## src/rtl/fw_dl_pkg.sv

```systemverilog
package fw_dl_pkg;

  localparam logic [7:0] MODE_NORMAL   = 8'h00;
  localparam logic [7:0] MODE_DOWNLOAD = 8'h01;

  typedef struct packed {
    logic incCnt;
    logic clrCnt;
    logic setErr;
    logic clrErr;
  } dlStrobes_t;

endpackage

```

## src/rtl/fw_dl_datapath.sv

```systemverilog
module fw_dl_datapath
  import fw_dl_pkg::*;
#(
  parameter int CNT_W        = 32,
  parameter int ARG_W        = 32,
  parameter int LEN_W        = 16,
  parameter logic [ARG_W-1:0] DL_ARG = 32'hFF00_F0F0,
  parameter int SECTOR_BYTES = 512
) (
  input  logic             clk,
  input  logic             rstN,
  input  dlStrobes_t       strobes,
  input  logic [ARG_W-1:0] cmdArg,
  input  logic [LEN_W-1:0] cmdBlkLen,
  input  logic [CNT_W-1:0] imageSectors,
  output logic             cmdMatch,
  output logic             bundleFull,
  output logic             errFlag,
  output logic [CNT_W-1:0] count
);

  localparam logic [CNT_W-1:0] CNT_MAX  = {CNT_W{1'b1}};
  localparam logic [LEN_W-1:0] BLK_SIZE = LEN_W'(SECTOR_BYTES);

  logic atMax;

  assign atMax      = (count == CNT_MAX);
  assign cmdMatch   = (cmdArg == DL_ARG) && (cmdBlkLen == BLK_SIZE);
  assign bundleFull = (imageSectors != '0) && (count >= imageSectors);

  always_ff @(posedge clk or negedge rstN) begin
    if (!rstN) begin
      count <= '0;
    end else if (strobes.clrCnt) begin
      count <= '0;
    end else if (strobes.incCnt && !atMax) begin
      count <= count + CNT_W'(1);
    end
  end

  always_ff @(posedge clk or negedge rstN) begin
    if (!rstN) begin
      errFlag <= 1'b0;
    end else if (strobes.clrErr) begin
      errFlag <= 1'b0;
    end else if (strobes.setErr) begin
      errFlag <= 1'b1;
    end
  end

endmodule

```

## src/rtl/fw_dl_ctrl.sv

```systemverilog
module fw_dl_ctrl
  import fw_dl_pkg::*;
#(
  parameter int MODE_W = 8
) (
  input  logic              clk,
  input  logic              rstN,
  input  logic              featureSupported,
  input  logic              opCodesSupported,
  input  logic              discardPartial,
  input  logic              modeWrEn,
  input  logic [MODE_W-1:0] modeWrData,
  input  logic              cmdValid,
  input  logic              sectorDone,
  input  logic              devResetReq,
  input  logic              cmdMatch,
  input  logic              bundleFull,
  input  logic              errFlag,
  output dlStrobes_t        strobes,
  output logic              dlMode,
  output logic              installReq
);

  logic modeNext, pendNext, instNext;
  logic installPending;
  logic wrEnter, wrLeave, sessionClean;

  assign wrEnter      = modeWrEn && (modeWrData == MODE_W'(MODE_DOWNLOAD))
                        && featureSupported && !dlMode;
  assign wrLeave      = modeWrEn && (modeWrData == MODE_W'(MODE_NORMAL)) && dlMode;
  assign sessionClean = bundleFull && !errFlag;

  always_comb begin
    strobes  = '0;
    modeNext = dlMode;
    pendNext = installPending;
    instNext = 1'b0;
    if (devResetReq) begin
      modeNext = 1'b0;
      if (installPending) begin
        instNext       = 1'b1;
        pendNext       = 1'b0;
        strobes.clrCnt = 1'b1;
      end else if (dlMode && !sessionClean && discardPartial) begin
        strobes.clrCnt = 1'b1;
      end
    end else if (wrEnter) begin
      modeNext       = 1'b1;
      pendNext       = 1'b0;
      strobes.clrErr = 1'b1;
    end else if (wrLeave) begin
      modeNext = 1'b0;
      if (sessionClean && !opCodesSupported) begin
        pendNext = 1'b1;
      end else if (!sessionClean && discardPartial) begin
        strobes.clrCnt = 1'b1;
      end
    end else if (dlMode) begin
      strobes.incCnt = sectorDone && !errFlag;
      strobes.setErr = cmdValid && !cmdMatch;
    end
  end

  always_ff @(posedge clk or negedge rstN) begin
    if (!rstN) begin
      dlMode         <= 1'b0;
      installPending <= 1'b0;
      installReq     <= 1'b0;
    end else begin
      dlMode         <= modeNext;
      installPending <= pendNext;
      installReq     <= instNext;
    end
  end

endmodule

```

## src/rtl/fw_dl_tracker.sv

```systemverilog
module fw_dl_tracker
  import fw_dl_pkg::*;
#(
  parameter int CNT_W        = 32,
  parameter int ARG_W        = 32,
  parameter int LEN_W        = 16,
  parameter int MODE_W       = 8,
  parameter logic [ARG_W-1:0] DL_ARG = 32'hFF00_F0F0,
  parameter int SECTOR_BYTES = 512
) (
  input  logic              clk,
  input  logic              rstN,
  input  logic              featureSupported,
  input  logic              opCodesSupported,
  input  logic              discardPartial,
  input  logic              modeWrEn,
  input  logic [MODE_W-1:0] modeWrData,
  input  logic              cmdValid,
  input  logic [ARG_W-1:0]  cmdArg,
  input  logic [LEN_W-1:0]  cmdBlkLen,
  input  logic              sectorDone,
  input  logic              devResetReq,
  input  logic [CNT_W-1:0]  imageSectors,
  output logic              dlMode,
  output logic [CNT_W-1:0]  sectorCount,
  output logic              dlError,
  output logic              installReq
);

  dlStrobes_t strobes;
  logic cmdMatch, bundleFull;

  fw_dl_ctrl #(.MODE_W(MODE_W)) u_ctrl (
    .clk(clk), .rstN(rstN),
    .featureSupported(featureSupported), .opCodesSupported(opCodesSupported),
    .discardPartial(discardPartial), .modeWrEn(modeWrEn), .modeWrData(modeWrData),
    .cmdValid(cmdValid), .sectorDone(sectorDone), .devResetReq(devResetReq),
    .cmdMatch(cmdMatch), .bundleFull(bundleFull), .errFlag(dlError),
    .strobes(strobes), .dlMode(dlMode), .installReq(installReq)
  );

  fw_dl_datapath #(
    .CNT_W(CNT_W), .ARG_W(ARG_W), .LEN_W(LEN_W),
    .DL_ARG(DL_ARG), .SECTOR_BYTES(SECTOR_BYTES)
  ) u_dp (
    .clk(clk), .rstN(rstN), .strobes(strobes),
    .cmdArg(cmdArg), .cmdBlkLen(cmdBlkLen), .imageSectors(imageSectors),
    .cmdMatch(cmdMatch), .bundleFull(bundleFull),
    .errFlag(dlError), .count(sectorCount)
  );

endmodule

```

## config.mk

```make
export PLATFORM = sky130hd
export DESIGN_NAME = fw_dl_tracker
export DESIGN_NICKNAME = d
export VERILOG_FILES = /design/src/rtl/fw_dl_pkg.sv /design/src/rtl/fw_dl_datapath.sv /design/src/rtl/fw_dl_ctrl.sv /design/src/rtl/fw_dl_tracker.sv
export SDC_FILE = /design/constraint.sdc
export NUM_CORES = 1
export LEC_CHECK = 0
export BUFFER_PORTS_ARGS = -buffer_cell sky130_fd_sc_hd__buf_4
export CORE_MARGIN = 2
export CORE_UTILIZATION = 44
export DETAILED_ROUTE_END_ITERATION = 8
export PLACE_DENSITY_LB_ADDON = 0.1
export SYNTH_ARGS = -nofsm -noshare
export SYNTH_HDL_FRONTEND = slang
export SYNTH_SLANG_ARGS = --single-unit
```

## constraint.sdc

```tcl
create_clock -name clk -period 2.4 [get_ports clk]
set_clock_uncertainty 0.15 [all_clocks]
set_input_delay 0 -clock clk [delete_from_list [all_inputs] [get_ports clk]]
set_output_delay 0 -clock clk [all_outputs]
set_load 0.1 [all_outputs]
```

==> metrics, run 1 <==
Setup Crit Path Kind=reg2reg; Critical Path RT=2.45 ns; CTS max path bufs=2; GRT Total Usage=27.4%; Critical Path AT=2.61 ns; layout overhead on the synthesized area=60.2%; CP peak stage delay=0.55 ns; DR iter-0 viols=216; RSZ-0062 raised after global routing=yes; Pleak=2.31 nW; Top delay family on crit path=simple AND/OR/NAND/NOR gates; largest net degree at the start of global routing=37; routed vias=3593; iteration count of the initial detailed-routing pass=5; CTS root buffer=clkbuf_8; hold path depth=4; Synth Net Count=500; WP buf/inv=1; fmax=391 MHz; Final period util=107%; CTS tree=yes; DRC Markers=0; io pins=132; Vias per Instance=5.60; Netlist Area Pre-Place=0.00314 sq mm; element type at the critical path start=register; mean area per synthesized cell=8.48 sq um; initial antenna violation count=0; WL per Instance=16.5 um; Final Worst Setup Slack=-0.160 ns; first-pass GRT wire length=16700 um; Pins Over Slew Limit=0; HPWL after detailed placement=7940 um; GPL Wtd Cong=0.833; Core Region=0.00683 sq mm; starting density of the core=45.9%; Overflow after GRT=0; worst-path maximum fanout=11; commonest register cell after synthesis=dfrtp_1; Design Area, Final=0.00503 sq mm; clk slew on worst S/H paths=0.08 ns; Buffers on Ports=131; die area=0.00782 sq mm; violated checks=negative setup slack; latest clock arrival within the worst-skew pair=0.29 ns; Nets=675; Yosys reg bits=36; Post-DP Area=0.00461 sq mm; share of cells above drive strength 1=47.4%; Seq/Total Area, Yosys=28.7%; ANT nets after route=0; R2R cell count=8; vias in the first global route=3652; CTS Buf Count=5; clk sinks=36; diode count=0; Hold Path Class=in2reg; EDFF count, synth=0; status=complete, but fails checks; worst-margin pin slew=0.538 ns; WL final=10600 um; Tot Pwr=1.42 mW; CP endpoint kind=register; Mapped Cells=370; Hold Fails Final Rpt=0; Worst path slowest cell=or4_4; Max-cap violations=0; async set-reset flop share out of synthesis=100%; Fin Hold WS=0.00163 ns; Peak VDD IR=0.206 mV; die height=88.5 um; crit-path cells=ha_4 > nand4_1 > or4_4 > or2_4 > o22ai_4 > o21ai_4 > buf_12 > a311oi_2; Chip Width=88.5 um; num rows=30; Syn. warnings=0; endpoints failing setup=33; Stages on worst setup path=8; Slew HR=63.2%; Distinct cells, synth=54; H-tree depth=2; min cycle time layout=2.56 ns; power per cell area=282 mW/mm^2
==> through the flow <==
stage                     cells  TNS, ns  util [%]  setup slack [ns]
after global placement      623    -1.29      67.5            -0.145
after detailed placement    623    -3.37      67.5            -0.187
after CTS                   640    -2.92      72.1            -0.149
after floorplan             370    -3.53         -            -0.116
after global routing        642    -4.75      73.6            -0.211
final                       642    -2.77      73.6            -0.160
==> layout make-up <==
class | count | area (sq um)
Clock buffer | 6 | 72.6
Clock inverter | 2 | 35.0
Fill cell | 539 | 1800
Inverter | 38 | 143
Multi-Input combinational cell | 287 | 2280
Sequential cell | 36 | 977
Tap cell | 96 | 120
Timing Repair Buffer | 177 | 1400
==> power by group <==
| part | switching [mW] | internal [mW] | leakage [nW] |
|---|---|---|---|
| Clock | 0.239 | 0.309 | 0.0552 |
| Sequential | 0.00226 | 0.608 | 0.437 |
| Combinational | 0.108 | 0.152 | 1.82 |
==> worst paths after layout <==
path | slack, ns | from | end
max in group asynchronous | 1.65 | rstN | u_dp.count[0]
max | -0.16 | u_dp.count[26] | u_dp.count[19]
min | 0.002 | featureSupported | u_dp.errFlag
min reg2reg | 0.40 | u_ctrl.installPending | u_ctrl.installPending
max reg2reg | -0.16 | u_dp.count[26] | u_dp.count[19]
min in group asynchronous | 0.06 | rstN | u_dp.count[10]
==> cells in the mapped netlist, drive strengths merged, types with 3 or more instances <==
| cell | count | area [sq um] |
|---|---|---|
| inv | 38 | 143 |
| nor2 | 38 | 143 |
| dfrtp | 36 | 901 |
| ha | 33 | 413 |
| nand2 | 25 | 93.8 |
| nand4 | 21 | 144 |
| nor4 | 19 | 125 |
| xor2 | 19 | 166 |
| a21oi | 17 | 85.1 |
| o21ai | 16 | 91.3 |
| nand3 | 15 | 80.1 |
| nor3 | 13 | 76.3 |
| xnor2 | 10 | 87.6 |
| buf | 7 | 62.6 |
| and3 | 6 | 37.5 |
| and4 | 6 | 52.6 |
| nor4b | 6 | 52.6 |
| a2111oi | 3 | 26.3 |
| a211oi | 3 | 22.5 |
| a31oi | 3 | 18.8 |
| and2 | 3 | 18.8 |
| or2 | 3 | 18.8 |
==> registers in the layout (all words and copies together) (netlist names) <==
register,flops
u_dp.count,32
u_ctrl.dlMode,1
u_ctrl.installReq,1
u_ctrl.installPending,1
u_dp.errFlag,1
==> cell usage in the layout (no fill, tap or decap), types with 2 or more instances in the layout <==
master | Yosys | final
buf_4 | 1 | 169
inv_1 | 38 | 37
nand2_1 | 25 | 25
ha_1 | 33 | 25
nor2_1 | 38 | 21
nand4_1 | 19 | 19
xor2_1 | 19 | 19
dfrtp_2 | 0 | 19
nor4_1 | 18 | 18
a21oi_1 | 17 | 17
nand3_1 | 14 | 14
dfrtp_4 | 0 | 14
o21ai_0 | 14 | 13
nor3_1 | 12 | 12
xnor2_1 | 10 | 10
nor2_4 | 0 | 9
nor2_2 | 0 | 8
ha_4 | 0 | 8
and3_1 | 6 | 6
and4_1 | 6 | 6
nor4b_1 | 6 | 6
clkbuf_8 | 0 | 5
dlygate4sd3_1 | 0 | 4
and2_1 | 3 | 3
a2111oi_0 | 3 | 3
a211oi_1 | 3 | 3
dfrtp_1 | 36 | 3
or4_4 | 1 | 2
o211a_1 | 2 | 2
o21ai_1 | 1 | 2
a2bb2oi_1 | 2 | 2
mux2i_1 | 2 | 2
a31oi_1 | 3 | 2
nor3b_1 | 2 | 2
and4b_1 | 2 | 2
buf_16 | 0 | 2
buf_12 | 0 | 2
==> kinds of logic after synthesis <==
family | synth area share [%]
multiplexers | 0.638
buffers and inverters | 6.78
adder cells (fa/ha/maj) | 13.2
XOR/XNOR | 8.09
AO/OA/AOI/OAI | 12.3
flip-flops | 28.7
AND/OR/NAND/NOR | 30.3
==> what timing repair did <==
| item | CTS | global route |
|---|---|---|
| gates resized for setup | 20 | 21 |
| endpoints found under the hold margin | 40 | 0 |
| endpoints found under the setup margin | 32 | 33 |
| gates cloned | 2 | 0 |
| buffers inserted | 3 | 2 |
| hold buffers | 4 | 0 |
| pin swaps | 6 | 4 |
==> worst reg2reg max path: cells and delay by family (launching register included) <==
family | cells | cell delay [ns]
simple gates | 3 | 0.93
flops | 1 | 0.49
compound gates | 3 | 0.44
fa+ha+maj | 1 | 0.28
buf+inv | 1 | 0.17
==> per-layer routing <==
metal,GRT usage [%],vias up,wire length (um)
met5,0,-,0
met4,7.71,0,191
met3,3.26,20,624
met2,49.7,161,5480
met1,34.2,1711,4290
li1,-,1701,-
Note: power is estimated with default switching activity, not from simulation.
==> run 2, diff against run 1 <==
- CTS_BUF_LIST: unset -> sky130_fd_sc_hd__clkbuf_16
- GPL_TIMING_DRIVEN: unset -> 0
==> metrics, run 2 (synthesized netlist as in run 1, its figures left out) <==
ANT nets after route=0 (unchanged); crit-path cells=ha_4 > nand4_4 > or4_4 > or2_1 > o22ai_2 > o21ai_4 > buf_6 > nor2_1; GR Layer Usage met1=33.4% (-0.75 points); Core Region=0.00683 sq mm (unchanged); routing usage on met2=46.2% (-3.5 points); clk slew on worst S/H paths=0.06 ns (-0.02 ns); die area=0.00782 sq mm (unchanged); iteration count of the initial detailed-routing pass=4 (-1); Design Area, Final=0.00501 sq mm (-0.30%); GRT met3 Usage=4.66% (+1.4 points); WP buf/inv=1 (unchanged); non-filler cells, final=632 (-1.6%); register with the most flip-flops=u_dp.count; Nets=665 (-1.5%); max FFs per register=32 (unchanged); area of the multi-input gates=0.00235 sq mm (+3.3%); violated checks=negative setup slack; Place WS=-0.222 ns (-0.0356 ns); CTS root buffer=clkbuf_16; largest net degree at the start of global routing=37 (unchanged); layout overhead on the synthesized area=59.8%; DR iter-0 viols=145 (-33%); starting density of the core=45.9% (unchanged); Critical Path AT=2.56 ns (-0.05 ns); HPWL after detailed placement=7560 um (-4.9%); Overflow after GRT=0 (unchanged); Placed Cells=597 (-4.2%); Vias per Instance=5.54 (-0.96%); min cycle time layout=2.50 ns (-0.0570 ns); first-pass GRT wire length=16000 um (-4.5%); Seq. cell area=977 sq um (unchanged); CTS Buf Count=5 (unchanged); Worst path slowest cell=or4_4; H-tree depth=2 (unchanged); worst-path maximum fanout=8 (-3); GR peak layer=met2; Slew HR=56.0% (-7.2 points); WL per Instance=16.3 um (-1.4%); setup TNS=-2.48 ns (+0.295 ns); io pins=132 (unchanged); Fill cells=522 (-3.2%); routed vias=3503 (-2.5%); Chip Width=88.5 um (unchanged); Hold Path Class=in2reg; Util after Layout=73.4% (-0.22 points); diode count=0 (unchanged); worst-margin pin slew=0.658 ns (+0.120 ns); CP endpoint kind=register; num rows=30 (unchanged); latest clock arrival within the worst-skew pair=0.28 ns (about the same); Critical Path RT=2.45 ns (about the same); GPL Wtd Cong=0.871 (+4.5%); WL final=10300 um (-2.9%); Post-DP Area=0.00441 sq mm (-4.4%); CTS max path bufs=2 (unchanged); status=complete, but fails checks; Max-cap violations=0 (unchanged); power per cell area=297 mW/mm^2 (+5.3%); Hold Fails Final Rpt=0 (unchanged); most frequent cells in the layout=151 x buf_4, 37 x inv_1, 25 x nand2_1; RSZ-0062 raised after global routing=yes; element type at the critical path start=register; GRT Total Usage=26.3% (-1.1 points); fmax=399 MHz (+2.3%); commonest non-fill, non-tap cell in the layout=buf_4; CP peak stage delay=0.56 ns (about the same); Peak VDD IR=0.215 mV (+4.4%); vias in the first global route=3442 (-5.8%); endpoints failing setup=31 (-6.1%); DRC Markers=0 (unchanged); Buffers on Ports=131 (unchanged); clk sinks=36 (unchanged); Setup Crit Path Kind=reg2reg; Final period util=104% (-2.4 points); Final Worst Setup Slack=-0.103 ns (+0.0570 ns); initial antenna violation count=0 (unchanged); Pleak=2.26 nW (-2.2%); Top delay family on crit path=simple AND/OR/NAND/NOR gates; die height=88.5 um (unchanged); share of cells above drive strength 1=48.3% (+0.88 points); Pins Over Slew Limit=0 (unchanged); CTS tree=yes
## run 2: cell types whose count changed in the layout (fill, tap and decap cells not counted), sizes merged
cell         delta
dlygate4sd3     +1
buf            -14
clkinv          +2
bufinv          -1
clkbuf          +2
## run 2: area by class of cell
| cell class | count | share of cell area, % |
|---|---|---|
| buffer | 9 | 1.45 |
| clock buffer | 5 | 2.50 |
| clock inverter | 3 | 0.275 |
| inverter | 38 | 2.85 |
| multi-input combinational | 287 | 46.9 |
| sequential | 36 | 19.5 |
| tap | 96 | 2.40 |
| timing repair buffer | 158 | 24.1 |
## run 2: metrics by stage
step           total power, mW  hold slack [ns]
6_report                  1.49           0.0403
5_1_grt                   1.54            0.107
4_1_cts                   1.49           0.0376
3_5_place_dp             0.859           -0.159
3_3_place_gp             0.850           -0.162
2_1_floorplan            0.697           -0.446
## run 2: final timing paths
path                       depth (start not counted)                     to  slack (ns)                   from
max reg2reg                                        8          u_dp.count[3]       -0.10         u_dp.count[29]
max                                                8          u_dp.count[3]       -0.10         u_dp.count[29]
max in group asynchronous                          2          u_dp.count[0]        1.64                   rstN
min reg2reg                                        1  u_ctrl.installPending        0.38  u_ctrl.installPending
min in group asynchronous                          2          u_dp.count[8]        0.07                   rstN
min                                                5  u_ctrl.installPending        0.04       opCodesSupported
## run 2: where the power goes
group / switching [mW] / leakage [nW] / total, mW / internal (mW)
logic: 0.107 / 1.76 / 0.256 / 0.149
clock network: 0.245 / 0.0710 / 0.622 / 0.377
registers: 0.00187 / 0.437 / 0.611 / 0.609
total: 0.354 / 2.26 / 1.49 / 1.14
## run 2: worst reg2reg max path, cell delays in order (launching register included)
cell and delay [ns]:
dfrtp_4 0.50, ha_4 0.29, nand4_4 0.11, or4_4 0.56, or2_1 0.23, o22ai_2 0.16, o21ai_4 0.16, buf_6 0.18
nor2_1 0.09
## run 2: per-layer routing
| metal | vias up | wire length, um |
|---|---|---|
| li1 | 1684 | - |
| met1 | 1678 | 4260 |
| met2 | 127 | 5210 |
| met3 | 14 | 662 |
| met4 | 0 | 136 |
| met5 | - | 0 |
## run 2: timing repair
item	CTS	global route
buffers inserted	19	1
resized for setup	25	38
pin swaps	12	10
hold buffers	5	0
endpoints found under the setup margin	32	33
gates cloned	3	0
endpoints found under the hold margin	40	0
==> run 3, diff against run 2 <==
- SYNTH_HIERARCHICAL: unset -> 1
==> metrics, run 3 <==
Buffers on Ports=131 (unchanged); commonest register cell after synthesis=dfrtp_1; Syn. warnings=6 (+6); io pins=132 (unchanged); Peak VDD IR=0.255 mV (+19%); Yosys reg bits=36 (unchanged); Seq/Total Area, Yosys=29.5% (+0.82 points); Critical Path Most Common Cell=a211oi_2; Final Worst Setup Slack=-0.511 ns (-0.408 ns); CP endpoint kind=register; CTS Buf Count=5 (unchanged); worst r2r src=u_dp/count[7]; DRC Markers=0 (unchanged); commonest non-fill, non-tap cell in the layout=buf_4; Nets=652 (-2.0%); Hold Path Class=in2reg; worst-margin pin slew=0.732 ns (+0.0743 ns); diode count=0 (unchanged); routed vias=3528 (+0.71%); share of cells above drive strength 1=47.4% (-0.90 points); clk sinks=36 (unchanged); largest net degree at the start of global routing=37 (unchanged); ANT nets after route=0 (unchanged); top cell type's share of synthesized area=29.5% (+0.82 points); Pleak=2.19 nW (-3.1%); Mapped Cells=358 (-3.2%); Max-cap violations=0 (unchanged); WL final=10300 um (about the same); Post-synth top cells=36 x dfrtp_1, 35 x inv_1, 33 x ha_1, 32 x a21oi_1, 26 x nand2_1; endpoints failing setup=33 (+6.5%); DR iter-0 viols=201 (+39%); RSZ-0062 raised after global routing=yes; initial antenna violation count=0 (unchanged); Hold Fails Final Rpt=0 (unchanged); Synth Net Count=488 (-2.4%); Pins Over Slew Limit=0 (unchanged); first-pass GRT wire length=15900 um (-0.17%); async set-reset flop share out of synthesis=100% (unchanged); CTS tree=yes; Final period util=121% (+17 points); num rows=30 (unchanged); Place WS=-0.773 ns (-0.551 ns); H-tree depth=2 (unchanged); setup TNS=-14.85 ns (-12.37 ns); starting density of the core=45.1% (-0.79 points); WL per Instance=17.0 um (+4.8%); crit-path cells=ha_4 > a21oi_4 > a211oi_2 > or3_1 > a211oi_2 > o221ai_2 > a21oi_1 > o22a_1 > buf_8 > nor2b_1 > mux2_4; Vias per Instance=5.85 (+5.6%); CTS max path bufs=2 (unchanged); die height=87.3 um (-1.3%); element type at the critical path start=register; fmax=343 MHz (-14%); layout overhead on the synthesized area=61.7%; Overflow after GRT=0 (unchanged); EDFF count, synth=0 (unchanged); power per cell area=313 mW/mm^2 (+5.4%); GPL Wtd Cong=0.863 (-0.84%); Netlist Area Pre-Place=0.00305 sq mm (-2.8%); CTS root buffer=clkbuf_16; GRT Total Usage=26.5% (+0.23 points); die area=0.00762 sq mm (-2.7%); violated checks=negative setup slack; CP Launch Point=u_dp/count[7]; WP buf/inv=1 (unchanged); most frequent cells in the layout=143 x buf_4, 35 x inv_1, 26 x nand2_1; HPWL after detailed placement=7580 um (+0.32%); vias in the first global route=3457 (+0.44%); Critical Path AT=2.93 ns (+0.37 ns); CP peak stage delay=0.49 ns (-0.07 ns); non-filler cells, final=603 (-4.6%); Placed Cells=569 (-4.7%); register with the most flip-flops=u_dp/count; Setup Crit Path Kind=reg2reg; latest clock arrival within the worst-skew pair=0.28 ns (about the same); clk slew on worst S/H paths=0.06 ns (about the same); max FFs per register=32 (unchanged); Core Region=0.00676 sq mm (-1.1%); Worst path slowest cell=dfrtp_4; Slew HR=50.8% (-5.2 points); worst-path maximum fanout=8 (unchanged); hold_sp=devResetReq; top post-synthesis cells by area=dfrtp_1 30%, ha_1 14%, a21oi_1 5.3%; status=complete, but fails checks; post-synth top area cell=dfrtp_1; min cycle time layout=2.91 ns (+0.408 ns); iteration count of the initial detailed-routing pass=5 (+1); Distinct cells, synth=57 (+5.6%); mean area per synthesized cell=8.52 sq um (+0.47%); Critical Path RT=2.42 ns (-0.03 ns); count leader, synth=dfrtp_1; Chip Width=87.3 um (-1.3%); Top delay family on crit path=compound AO/OA/AOI/OAI gates
-- run 3: cell count changes after synthesis, moves of 7 or more --
cell     before  now
nor2_1       38   20
a21oi_1      17   32
xor2_1       19    7
o31ai_1       0   11
or3_1         0   11
or4_1         1   10
xnor2_1      10    1
o21ai_0      14    7
-- run 3: timing repair --
action / CTS / global route
resized for setup: 6 / 27
setup buffers: 7 / 5
gates cloned: 0 / 2
pin swaps: 8 / 7
hold endpoints to repair: 40 / 0
setup endpoints to repair: 33 / 33
hold buffers: 12 / 0
-- run 3: where the power goes --
group | switching [mW] | internal (mW)
Combinational | 0.141 | 0.155
Clock | 0.249 | 0.377
Sequential | 0.00719 | 0.615
Total | 0.397 | 1.15
-- run 3: logic make-up after synthesis --
family	synth area share, %
multiplexers	1.19
XOR/XNOR	2.30
adder cells (fa/ha/maj)	13.5
flip-flops	29.5
AND/OR/NAND/NOR	30.8
AO/OA/AOI/OAI	16.3
buffers and inverters	6.36
-- run 3: final cells by class --
type | instances | area [sq um]
Multi-Input combinational cell | 277 | 2210
Fill cell | 536 | 1820
Timing Repair Buffer | 157 | 1250
Sequential cell | 36 | 986
Inverter | 35 | 131
Clock buffer | 5 | 125
Buffer | 10 | 116
Tap cell | 80 | 100
Clock inverter | 3 | 13.8
-- run 3: path summary, 6_finish.rpt --
kind,end,slack [ns],depth (start not counted)
worst min register to register,u_ctrl/installPending,0.41,2
worst max-delay path,u_dp/count[5],-0.51,11
worst max register to register,u_dp/count[5],-0.51,11
min in group asynchronous,u_dp/count[19],0.08,2
worst min-delay path,u_dp/count[2],0.04,4
max in group asynchronous,u_dp/count[10],1.65,2
-- run 3: per-stage QoR --
stage	power (mW)	cell area, sq um	hold slack, ns	util [%]
floorplan	0.745	3310	-0.446	-
global placement	0.905	4400	-0.161	65.1
detailed placement	0.913	4400	-0.151	65.1
CTS	1.55	4740	0.0209	70.2
global route	1.61	4930	0.0449	73.0
finish	1.54	4930	0.0359	73.0
-- run 3: worst min-delay path, delay by kind of cell --
family	cells	cell delay (ns)
AOI/OAI and AO/OA	1	0.18
buffers and inverters	1	0.12
and+or+nand+nor	2	0.13
-- run 3: routing by layer --
metal | wire length [um] | vias to the layer above | track usage, %
met2 | 5070 | 148 | 45.2
met1 | 4270 | 1677 | 34.7
met4 | 161 | 0 | 7.55
met5 | 0 | - | 0
li1 | - | 1686 | -
met3 | 772 | 17 | 4.08
